==> config.mk <==
export PLATFORM = sky130hd
export DESIGN_NAME = addi_jal_decoder
export DESIGN_NICKNAME = d
export VERILOG_FILES = /design/src/rtl/addi_jal_dec_pkg.sv /design/src/rtl/dec_sign_ext.sv /design/src/rtl/dec_field_split.sv /design/src/rtl/dec_ctrl.sv /design/src/rtl/dec_imm_build.sv /design/src/rtl/addi_jal_decoder.sv
export SDC_FILE = /design/constraint.sdc
export NUM_CORES = 1
export LEC_CHECK = 0
export BUFFER_PORTS_ARGS = -buffer_cell sky130_fd_sc_hd__buf_2
export CAP_MARGIN = 20
export CORE_MARGIN = 5
export CORE_UTILIZATION = 29
export DETAILED_ROUTE_END_ITERATION = 6
export GPL_TIMING_DRIVEN = 0
export PLACE_DENSITY = 0.83
export SLEW_MARGIN = 0
export SYNTH_ARGS = -nofsm -noshare
export SYNTH_HDL_FRONTEND = slang
export SYNTH_SLANG_ARGS = --single-unit
export TNS_END_PERCENT = 5
==> constraint.sdc <==
create_clock -name vclk -period 3.1
set_input_delay 0.62 -clock vclk [all_inputs]
set_output_delay 0.62 -clock vclk [all_outputs]
set_load 0.05 [all_outputs]
==> src/rtl/addi_jal_dec_pkg.sv <==
package addi_jal_dec_pkg;

   localparam int OPC_W   = 7;
   localparam int F3_W    = 3;
   localparam int REG_W   = 5;
   localparam int I_IMM_W = 12;
   localparam int J_IMM_W = 21;

   localparam int OPC_LSB = 0;
   localparam int RD_LSB  = 7;
   localparam int F3_LSB  = 12;
   localparam int RS1_LSB = 15;
   localparam int IIM_LSB = 20;

   localparam logic [OPC_W-1:0] OPC_REG_IMM = 7'b0010011;
   localparam logic [OPC_W-1:0] OPC_JMP_LNK = 7'b1101111;
   localparam logic [F3_W-1:0]  F3_ADD      = 3'b000;

   typedef enum logic [1:0] {
      CLS_NONE = 2'd0,
      CLS_ADDI = 2'd1,
      CLS_JAL  = 2'd2
   } insn_cls_e;

   typedef struct packed {
      logic [OPC_W-1:0]   opcode;
      logic [F3_W-1:0]    funct3;
      logic [REG_W-1:0]   rd;
      logic [REG_W-1:0]   rs1;
      logic [I_IMM_W-1:0] i_raw;
      logic [19:0]        upper;
   } insn_fields_t;

endpackage

==> src/rtl/dec_sign_ext.sv <==
module dec_sign_ext #(
   parameter int IN_W  = 12,
   parameter int OUT_W = 32
) (
   input  logic [IN_W-1:0]  val_i,
   output logic [OUT_W-1:0] val_o
);

   generate
      if (IN_W < 2) begin : g_bad_in
         $error("dec_sign_ext: IN_W must be at least 2");
      end
      if (OUT_W < IN_W) begin : g_bad_out
         $error("dec_sign_ext: OUT_W must not be narrower than IN_W");
      end

      if (OUT_W > IN_W) begin : g_widen
         localparam int PAD_W = OUT_W - IN_W;
         assign val_o = {{PAD_W{val_i[IN_W-1]}}, val_i};
      end else begin : g_pass
         assign val_o = val_i;
      end
   endgenerate

endmodule

==> src/rtl/dec_field_split.sv <==
module dec_field_split
   import addi_jal_dec_pkg::*;
#(
   parameter int ILEN = 32
) (
   input  logic [ILEN-1:0] inst_i,
   output insn_fields_t    fields_o
);

   generate
      if (ILEN != 32) begin : g_bad_ilen
         $error("dec_field_split: only 32-bit instruction words are decoded");
      end
   endgenerate

   always_comb begin
      fields_o.opcode = inst_i[OPC_LSB +: OPC_W];
      fields_o.rd     = inst_i[RD_LSB  +: REG_W];
      fields_o.funct3 = inst_i[F3_LSB  +: F3_W];
      fields_o.rs1    = inst_i[RS1_LSB +: REG_W];
      fields_o.i_raw  = inst_i[IIM_LSB +: I_IMM_W];
      fields_o.upper  = inst_i[31:12];
   end

endmodule

==> src/rtl/dec_ctrl.sv <==
module dec_ctrl
   import addi_jal_dec_pkg::*;
(
   input  logic [OPC_W-1:0] opcode_i,
   input  logic [F3_W-1:0]  funct3_i,
   output insn_cls_e        cls_o,
   output logic             rd_we_o,
   output logic             pc_load_o,
   output logic             alu_a_sel_o,
   output logic             wb_sel_o,
   output logic             unsupported_o
);

   always_comb begin
      cls_o = CLS_NONE;
      unique case (opcode_i)
         OPC_REG_IMM: if (funct3_i == F3_ADD) cls_o = CLS_ADDI;
         OPC_JMP_LNK: cls_o = CLS_JAL;
         default:     cls_o = CLS_NONE;
      endcase
   end

   always_comb begin
      rd_we_o       = 1'b0;
      pc_load_o     = 1'b0;
      alu_a_sel_o   = 1'b0;
      wb_sel_o      = 1'b0;
      unsupported_o = 1'b0;
      case (cls_o)
         CLS_ADDI: begin
            rd_we_o = 1'b1;
         end
         CLS_JAL: begin
            rd_we_o     = 1'b1;
            pc_load_o   = 1'b1;
            alu_a_sel_o = 1'b1;
            wb_sel_o    = 1'b1;
         end
         default: begin
            unsupported_o = 1'b1;
         end
      endcase
   end

   always_comb begin
      if (opcode_i == OPC_JMP_LNK)
         AST_JAL_ALWAYS_LOADS: assert (pc_load_o && wb_sel_o && alu_a_sel_o)
            else $error("jump word without full jump control");
      if (opcode_i != OPC_REG_IMM && opcode_i != OPC_JMP_LNK)
         AST_FOREIGN_QUIET: assert (unsupported_o && !rd_we_o && !pc_load_o)
            else $error("foreign opcode produced side effects");
   end

endmodule

==> src/rtl/dec_imm_build.sv <==
module dec_imm_build
   import addi_jal_dec_pkg::*;
#(
   parameter int XLEN = 32
) (
   input  insn_fields_t    fields_i,
   input  insn_cls_e       cls_i,
   output logic [XLEN-1:0] imm_o
);

   logic [J_IMM_W-1:0] j_raw;
   logic [XLEN-1:0]    i_ext;
   logic [XLEN-1:0]    j_ext;

   generate
      if (XLEN < J_IMM_W) begin : g_bad_xlen
         $error("dec_imm_build: XLEN must hold the 21-bit jump offset");
      end
   endgenerate

   // upper holds word bits 31:12; index k here is word bit k+12
   always_comb begin
      j_raw = {fields_i.upper[19],      // word bit 31 -> offset bit 20
               fields_i.upper[7:0],     // word bits 19:12 -> offset 19:12
               fields_i.upper[8],       // word bit 20 -> offset bit 11
               fields_i.upper[18:9],    // word bits 30:21 -> offset 10:1
               1'b0};                   // implied even offset
   end

   dec_sign_ext #(.IN_W(I_IMM_W), .OUT_W(XLEN)) u_i_ext (
      .val_i (fields_i.i_raw),
      .val_o (i_ext)
   );

   dec_sign_ext #(.IN_W(J_IMM_W), .OUT_W(XLEN)) u_j_ext (
      .val_i (j_raw),
      .val_o (j_ext)
   );

   always_comb begin
      case (cls_i)
         CLS_ADDI: imm_o = i_ext;
         CLS_JAL:  imm_o = j_ext;
         default:  imm_o = '0;
      endcase
   end

   always_comb begin
      if (cls_i == CLS_JAL) begin
         AST_JMP_EVEN: assert (imm_o[0] == 1'b0)
            else $error("jump offset is odd");
         AST_JMP_SIGN: assert (imm_o[XLEN-1] == fields_i.upper[19])
            else $error("jump offset sign lost");
      end
      if (cls_i == CLS_ADDI)
         AST_ADDI_SIGN: assert (imm_o[XLEN-1] == fields_i.i_raw[I_IMM_W-1])
            else $error("add immediate sign lost");
      if (cls_i == CLS_NONE)
         AST_NONE_IMM_ZERO: assert (imm_o == '0)
            else $error("immediate on unsupported word");
   end

endmodule

==> src/rtl/addi_jal_decoder.sv <==
module addi_jal_decoder
   import addi_jal_dec_pkg::*;
#(
   parameter int XLEN = 32
) (
   input  logic [31:0]     inst_i,
   output logic [4:0]      rd_idx_o,
   output logic            rd_we_o,
   output logic [4:0]      rs1_idx_o,
   output logic [XLEN-1:0] imm_o,
   output logic            alu_a_sel_o,
   output logic            wb_sel_o,
   output logic            pc_load_o,
   output logic            unsupported_o
);

   insn_fields_t fields;
   insn_cls_e    cls;

   dec_field_split #(.ILEN(32)) u_split (
      .inst_i   (inst_i),
      .fields_o (fields)
   );

   dec_ctrl u_ctrl (
      .opcode_i      (fields.opcode),
      .funct3_i      (fields.funct3),
      .cls_o         (cls),
      .rd_we_o       (rd_we_o),
      .pc_load_o     (pc_load_o),
      .alu_a_sel_o   (alu_a_sel_o),
      .wb_sel_o      (wb_sel_o),
      .unsupported_o (unsupported_o)
   );

   dec_imm_build #(.XLEN(XLEN)) u_imm (
      .fields_i (fields),
      .cls_i    (cls),
      .imm_o    (imm_o)
   );

   assign rd_idx_o  = fields.rd;
   assign rs1_idx_o = fields.rs1;

   always_comb begin
      AST_ONE_CLASS: assert ($countones({rd_we_o & ~pc_load_o, pc_load_o, unsupported_o}) == 1)
         else $error("decode class not exclusive");
      if (unsupported_o)
         AST_UNSUP_QUIET: assert (!rd_we_o && !pc_load_o && !wb_sel_o && !alu_a_sel_o)
            else $error("unsupported word has side effects");
      if (pc_load_o)
         AST_LOAD_IMPLIES_LINK: assert (rd_we_o && wb_sel_o)
            else $error("jump without link write");
   end

endmodule

==> summary.md, run 1 <==
| Metric | Value |
|---|---|
| Status | `completed` |
| Register area | `0 µm²` |
| Worst EP arrival | `between 2 and 2.5 ns` |
| Share of cells above drive strength 1 | `73.43%` |
| Seq pwr share | `0%` |
| Placed cell count | `159` |
| Avg Cell Area, Syn | `6.655 µm²` |
| GPL Wtd Cong | `0.6843` |
| PD cells | `72.50 nW/µm²` |
| Fin crit share | `a little over nine tenths` |
| Slew Limit Headroom | `about four fifths` |
| Via count | `between 600 and 700` |
| Clock power share | `0%` |
| Leak Pwr | `between 0.5 and 0.6 nW` |
| Worst Max-Slew Pin Slew | `around 0.28 ns` |
| Hold Buf Count CTS | `0` |
| Row count | `14` |
| Min Tclk post-route | `roughly 3 ns` |
| Critical path's largest stage delay | `0.31 ns` |
| Synth area leaders | `buf_4 38%, and2_1 14%, a21oi_1 9.8%, nand2_1 9.0%, ha_1 8.2%` |
| Share of the synthesized area in the top cell type | `37.60%` |
| WL/cell | `11.28 µm` |
| Syn Inst Count | `69` |
| Grt ovf | `0` |
| Setup_tns | `0 ns` |
| Area of the mapped netlist | `459.2 µm²` |
| Sw frac | `approximately three fifths` |
| Non-Filler Instances | `159` |
| Cell area after placement | `875.8 µm²` |
| Combinational Power Share | `between 90% and 100%` |
| Height of the chip | `49.79 µm` |
| Ant diodes | `0` |
| Io pins | `79` |
| Final setup viols | `0` |
| Commonest non-fill, non-tap cell in the layout | `buf_2` |
| Top fanout value on the critical path | `12` |
| Total GRT Usage | `12.31%` |
| Clock buffer count | `0` |
| Die area | `around 2500 µm²` |
| Initial antenna violation count | `0` |
| DR pass1 iterations | `4` |
| Vias in the first global route | `586` |
| HP Class | `primary input to output pin` |
| Input/output buffers | `74` |
| Starting Density | `between 30 and 40%` |
| Req. time, crit path | `between 2 and 2.5 ns` |
| Worst path buffer plus inverter count | `5` |
| CP cell instances | `buf_2 > nor4_2 > and3b_1 > ha_4 > buf_4 > clkinvlp_4 > o211a_4 > buf_4 > clkbuf_4` |
| Postcts setup bufs | `0` |
| Critical Path End Type | `output pin` |
| Post-DP HPWL | `1.541 mm` |
| Largest net degree at the start of global routing | `13` |
| Final sequential cell count | `0` |
| Sequential area share after synthesis | `0%` |
| Internal Power | `0.00002651 W` |
| F_max | `0.3372 GHz` |
| Synth Warn # | `0` |
| Fin util | `59.97%` |
| Crit-path most repeated cell | `buf_4` |
| Post-Route WL | `1.793 mm` |
| Final Max Tran Viols | `0` |
| Post-layout nets | `180` |
| Hold Path Origin | `inst_i[11]` |
| Finished layout cell area | `903.4 µm²` |
| Worst setup path class | `primary input to output pin` |
| Area grow syn2layout | `96.73%` |
| Post-CTS Resized | `0` |
| Worst path slowest cell | `nor4_2` |
| Reported max-cap violation count | `0` |
| Remaining DRCs | `0` |
| Endpoints failing hold | `0` |
| Synth cell types | `16` |
| Synth area leader | `buf_4` |
| Synthesized Nets | `104` |
| DR iter-0 viols | `10` |
| Core area | `~1500 µm²` |
| Vias per std cell | `4.145` |
| Family with the most delay on the worst path | `buffers and inverters` |
| Crit start category | `primary input` |
| Die Span X | `49.79 µm` |
| Most frequent cells in the layout | `64 x buf_2, 34 x buf_4, 11 x nand2_1` |
| First-pass GRT wire length | `2.656 mm` |
| NetSw | `0.00003898 W` |
| Worst vdd ir | `0.00003504 V` |
| RSZ-0062 raised after global routing | `no` |
| ANT nets after route | `0` |
| Worst Setup SP | `inst_i[6]` |
kinds of logic after synthesis:
group	share of synthesized area [%]
simple gates	37.06
buf+inv	40.60
compound gates	14.17
fa+ha+maj	8.175
layer usage:
layer	vias up	track usage [%]	wire length, µm
met3	0	3.313	221
met2	33	23.94	969
met5	-	0	0
met4	0	0	0
met1	271	13.80	603
li1	355	-	-
final timing paths:
path	to	slack [ns]	depth (start not counted)
worst max-delay path	imm_o[31]	0.13	9
worst min-delay path	rd_idx_o[4]	1.54	2
Yosys cell counts:
| cell type | count |
|---|---|
| nor3_1 | 1 |
| and2_1 | 10 |
| buf_2 | 2 |
| ha_1 | 3 |
| nand2_1 | 11 |
| nand4_1 | 2 |
| a21oi_1 | 9 |
| and3_1 | 1 |
| inv_1 | 1 |
| and3b_1 | 1 |
| nor4b_2 | 1 |
| nor4_2 | 1 |
| o211a_1 | 1 |
| or3_1 | 1 |
| o21ba_2 | 1 |
| buf_4 | 23 |
power by group through the flow:
stage	Sequential, W	Clock [W]	Combinational (W)
floorplan	0	0	0.0000401
global placement	0	0	0.0000649
detailed placement	0	0	0.0000658
CTS	0	0	0.0000659
global route	0	0	0.0000697
finish	0	0	0.0000655
per-stage QoR:
stage / setup slack, ns / hold WS (ns) / power [W]
final: 0.1343 / 1.543 / 0.00006549
after global routing: 0.009066 / 1.548 / 0.00006972
after CTS: 0.08166 / 1.544 / 0.00006589
after detailed placement: 0.08731 / 1.543 / 0.00006579
after global placement: 0.1342 / 1.543 / 0.00006494
after floorplan: 0.04227 / 1.407 / 0.00004007
cell type report:
type               instances  area [µm²]
multi-input cells         43       292.8
inverters                  1       7.507
well taps                 16       20.02
repair buffers            74       397.9
fillers                  156       603.1
plain buffers             25       185.2
Note: power is estimated with default switching activity, not from simulation.
==> run 2, diff against run 1 <==
--- a/config.mk
+++ b/config.mk
@@ -8,10 +8,10 @@
 export BUFFER_PORTS_ARGS = -buffer_cell sky130_fd_sc_hd__buf_2
 export CAP_MARGIN = 20
 export CORE_MARGIN = 5
-export CORE_UTILIZATION = 29
+export CORE_UTILIZATION = 31
 export DETAILED_ROUTE_END_ITERATION = 6
 export GPL_TIMING_DRIVEN = 0
-export PLACE_DENSITY = 0.83
+export PLACE_DENSITY = 0.88
 export SLEW_MARGIN = 0
 export SYNTH_ARGS = -nofsm -noshare
 export SYNTH_HDL_FRONTEND = slang
==> constraint.sdc (replaced) <==
create_clock -name vclk -period 3.6
set_input_delay 0.72 -clock vclk [all_inputs]
set_output_delay 0.72 -clock vclk [all_outputs]
set_load 0.05 [all_outputs]
==> summary.md, run 2 (synthesis results as in run 1) <==
| Metric | Value |
|---|---|
| Internal Power | `0.00002273 W (was 0.00002651 W)` |
| Hold Buf Count CTS | `0 (unchanged)` |
| Hold Path Origin | `inst_i[8] (was inst_i[11])` |
| Status | `completed (unchanged)` |
| Post-layout nets | `180 (unchanged)` |
| Die Span X | `48.49 µm (was 49.79 µm)` |
| Starting Density | `34.01% (was 30.48%)` |
| Fin crit share | `88.62%` |
| Total GRT Usage | `13.15% (was 12.31%)` |
| Row count | `13 (was 14)` |
| First-pass GRT wire length | `2.753 mm (was 2.656 mm)` |
| Seq pwr share | `0% (about the same)` |
| Core area | `1350 µm² (was 1506 µm²)` |
| Hold Path Stages | `2 (unchanged)` |
| PD cells | `66.57 nW/µm² (was 72.50 nW/µm²)` |
| DR iter-0 viols | `6 (was 10)` |
| Slew Limit Headroom | `81.49% (was 80.99%)` |
| NetSw | `0.00003424 W (was 0.00003898 W)` |
| Family with the most delay on the worst path | `buffers and inverters (unchanged)` |
| Final Max Tran Viols | `0 (unchanged)` |
| Share of cells above drive strength 1 | `72.03% (was 73.43%)` |
| Post-Route WL | `1.818 mm (was 1.793 mm)` |
| Register area | `0 µm² (unchanged)` |
| Input/output buffers | `74 (unchanged)` |
| GPL Wtd Cong | `0.7866 (was 0.6843)` |
| RSZ-0062 raised after global routing | `no (unchanged)` |
| Clock power share | `0% (about the same)` |
| Fin Hold WS | `1.743 ns (was 1.543 ns)` |
| Worst path buffer plus inverter count | `5 (unchanged)` |
| Combinational Power Share | `100.0% (about the same)` |
| Req. time, crit path | `2.88 ns (was 2.48 ns)` |
| Hold Path End | `rd_idx_o[1] (was rd_idx_o[4])` |
| Postcts setup bufs | `0 (unchanged)` |
| Via count | `692 (was 659)` |
| Dpl ws | `0.3835 ns (was 0.08731 ns)` |
| Total power | `0.00005697 W (was 0.00006549 W)` |
| Ant diodes | `0 (unchanged)` |
| Vias per std cell | `4.380 (was 4.145)` |
| Worst path slowest cell | `nor4_2 (unchanged)` |
| Leak Pwr | `0.5801 nW (was 0.5704 nW)` |
| Initial antenna violation count | `0 (unchanged)` |
| Setup_tns | `0 ns (unchanged)` |
| DR pass1 iterations | `4 (unchanged)` |
| Cell area after placement | `855.8 µm² (was 875.8 µm²)` |
| PnR worst setup slack | `0.4096 ns (was 0.1343 ns)` |
| Remaining DRCs | `0 (unchanged)` |
| Io pins | `79 (unchanged)` |
| Post-CTS Resized | `0 (unchanged)` |
| Area grow syn2layout | `86.38% (was 96.73%)` |
| Finished layout cell area | `855.8 µm² (was 903.4 µm²)` |
| Reported max-cap violation count | `0 (unchanged)` |
| Final setup viols | `0 (unchanged)` |
| Worst EP arrival | `2.47 ns (was 2.35 ns)` |
| Worst vdd ir | `0.00002871 V (was 0.00003504 V)` |
| Grt ovf | `0 (unchanged)` |
| Commonest non-fill, non-tap cell in the layout | `buf_2 (unchanged)` |
| Top fanout value on the critical path | `12 (unchanged)` |
| Critical Path End Type | `output pin (unchanged)` |
| ANT nets after route | `0 (unchanged)` |
| Endpoints failing hold | `0 (unchanged)` |
| Clock buffer count | `0 (unchanged)` |
| Final sequential cell count | `0 (unchanged)` |
| HP Class | `primary input to output pin (unchanged)` |
| Sw frac | `60.11% (was 59.52%)` |
| Worst setup path class | `primary input to output pin (unchanged)` |
| Min Tclk post-route | `3.190 ns` |
| F_max | `0.3134 GHz` |
| Vias in the first global route | `631 (was 586)` |
| Most frequent cells in the layout | `76 x buf_2, 23 x buf_4, 11 x nand2_1 (was 64 x buf_2, 34 x buf_4, 11 x nand2_1)` |
| Die area | `2351 µm² (was 2479 µm²)` |
| CP cell instances | `buf_2 > nor4_2 > and3b_1 > ha_1 > buf_2 > inv_1 > o211a_4 > buf_4 > buf_2 (was buf_2 > nor4_2 > and3b_1 > ha_4 > buf_4 > clkinvlp_4 > o211a_4 > buf_4 > clkbuf_4)` |
| Height of the chip | `48.49 µm (was 49.79 µm)` |
| WL/cell | `11.51 µm (was 11.28 µm)` |
| Worst Max-Slew Pin Slew | `0.2770 ns (was 0.2844 ns)` |
| Crit-path most repeated cell | `buf_2 (was buf_4)` |
| Crit start category | `primary input (unchanged)` |
| Largest net degree at the start of global routing | `13 (unchanged)` |
| Critical path's largest stage delay | `0.30 ns (was 0.31 ns)` |
## run 2: cell types whose count changed in the layout (fill, tap and decap cells not counted), sizes merged
cell	change
clkbuf	-1
clkinvlp	-1
buf	+1
inv	+1
## run 2: area by class of cell
class                      count  area, µm²
buffer                        25      182.7
fill                         129      494.2
inverter                       1      3.754
multi-input combinational     43      280.3
tap                           15      18.77
timing repair buffer          74      370.4
## run 2: how the worst max path moves through the flow
stage,slack [ns],depth (start not counted),endpoint,start
global placement,0.42,9,imm_o[25],inst_i[6]
floorplan,0.03,7,imm_o[21],inst_i[5]
finish,0.41,9,imm_o[21],inst_i[6]
global route,0.25,9,imm_o[21],inst_i[6]
CTS,0.38,9,imm_o[30],inst_i[6]
detailed placement,0.38,9,imm_o[30],inst_i[6]
## run 2: per-stage QoR
stage                     cells  utilization, %
after floorplan              69               -
after global placement      158           63.39
after detailed placement    158           63.39
after CTS                   158           63.39
after global routing        158           63.39
final                       158           63.39
## run 2: power groups by stage
stage               Clock (W)  Sequential, W  Combinational, W
floorplan                   0              0         0.0000342
global placement            0              0         0.0000560
detailed placement          0              0         0.0000572
CTS                         0              0         0.0000573
global route                0              0         0.0000598
finish                      0              0         0.0000570
## run 2: layer usage
metal	track usage [%]	vias up	share of wire, %
met3	3.976	0	14
met4	0	0	0
met5	0	-	0
met2	25.22	45	50
met1	14.86	289	37
li1	-	358	-
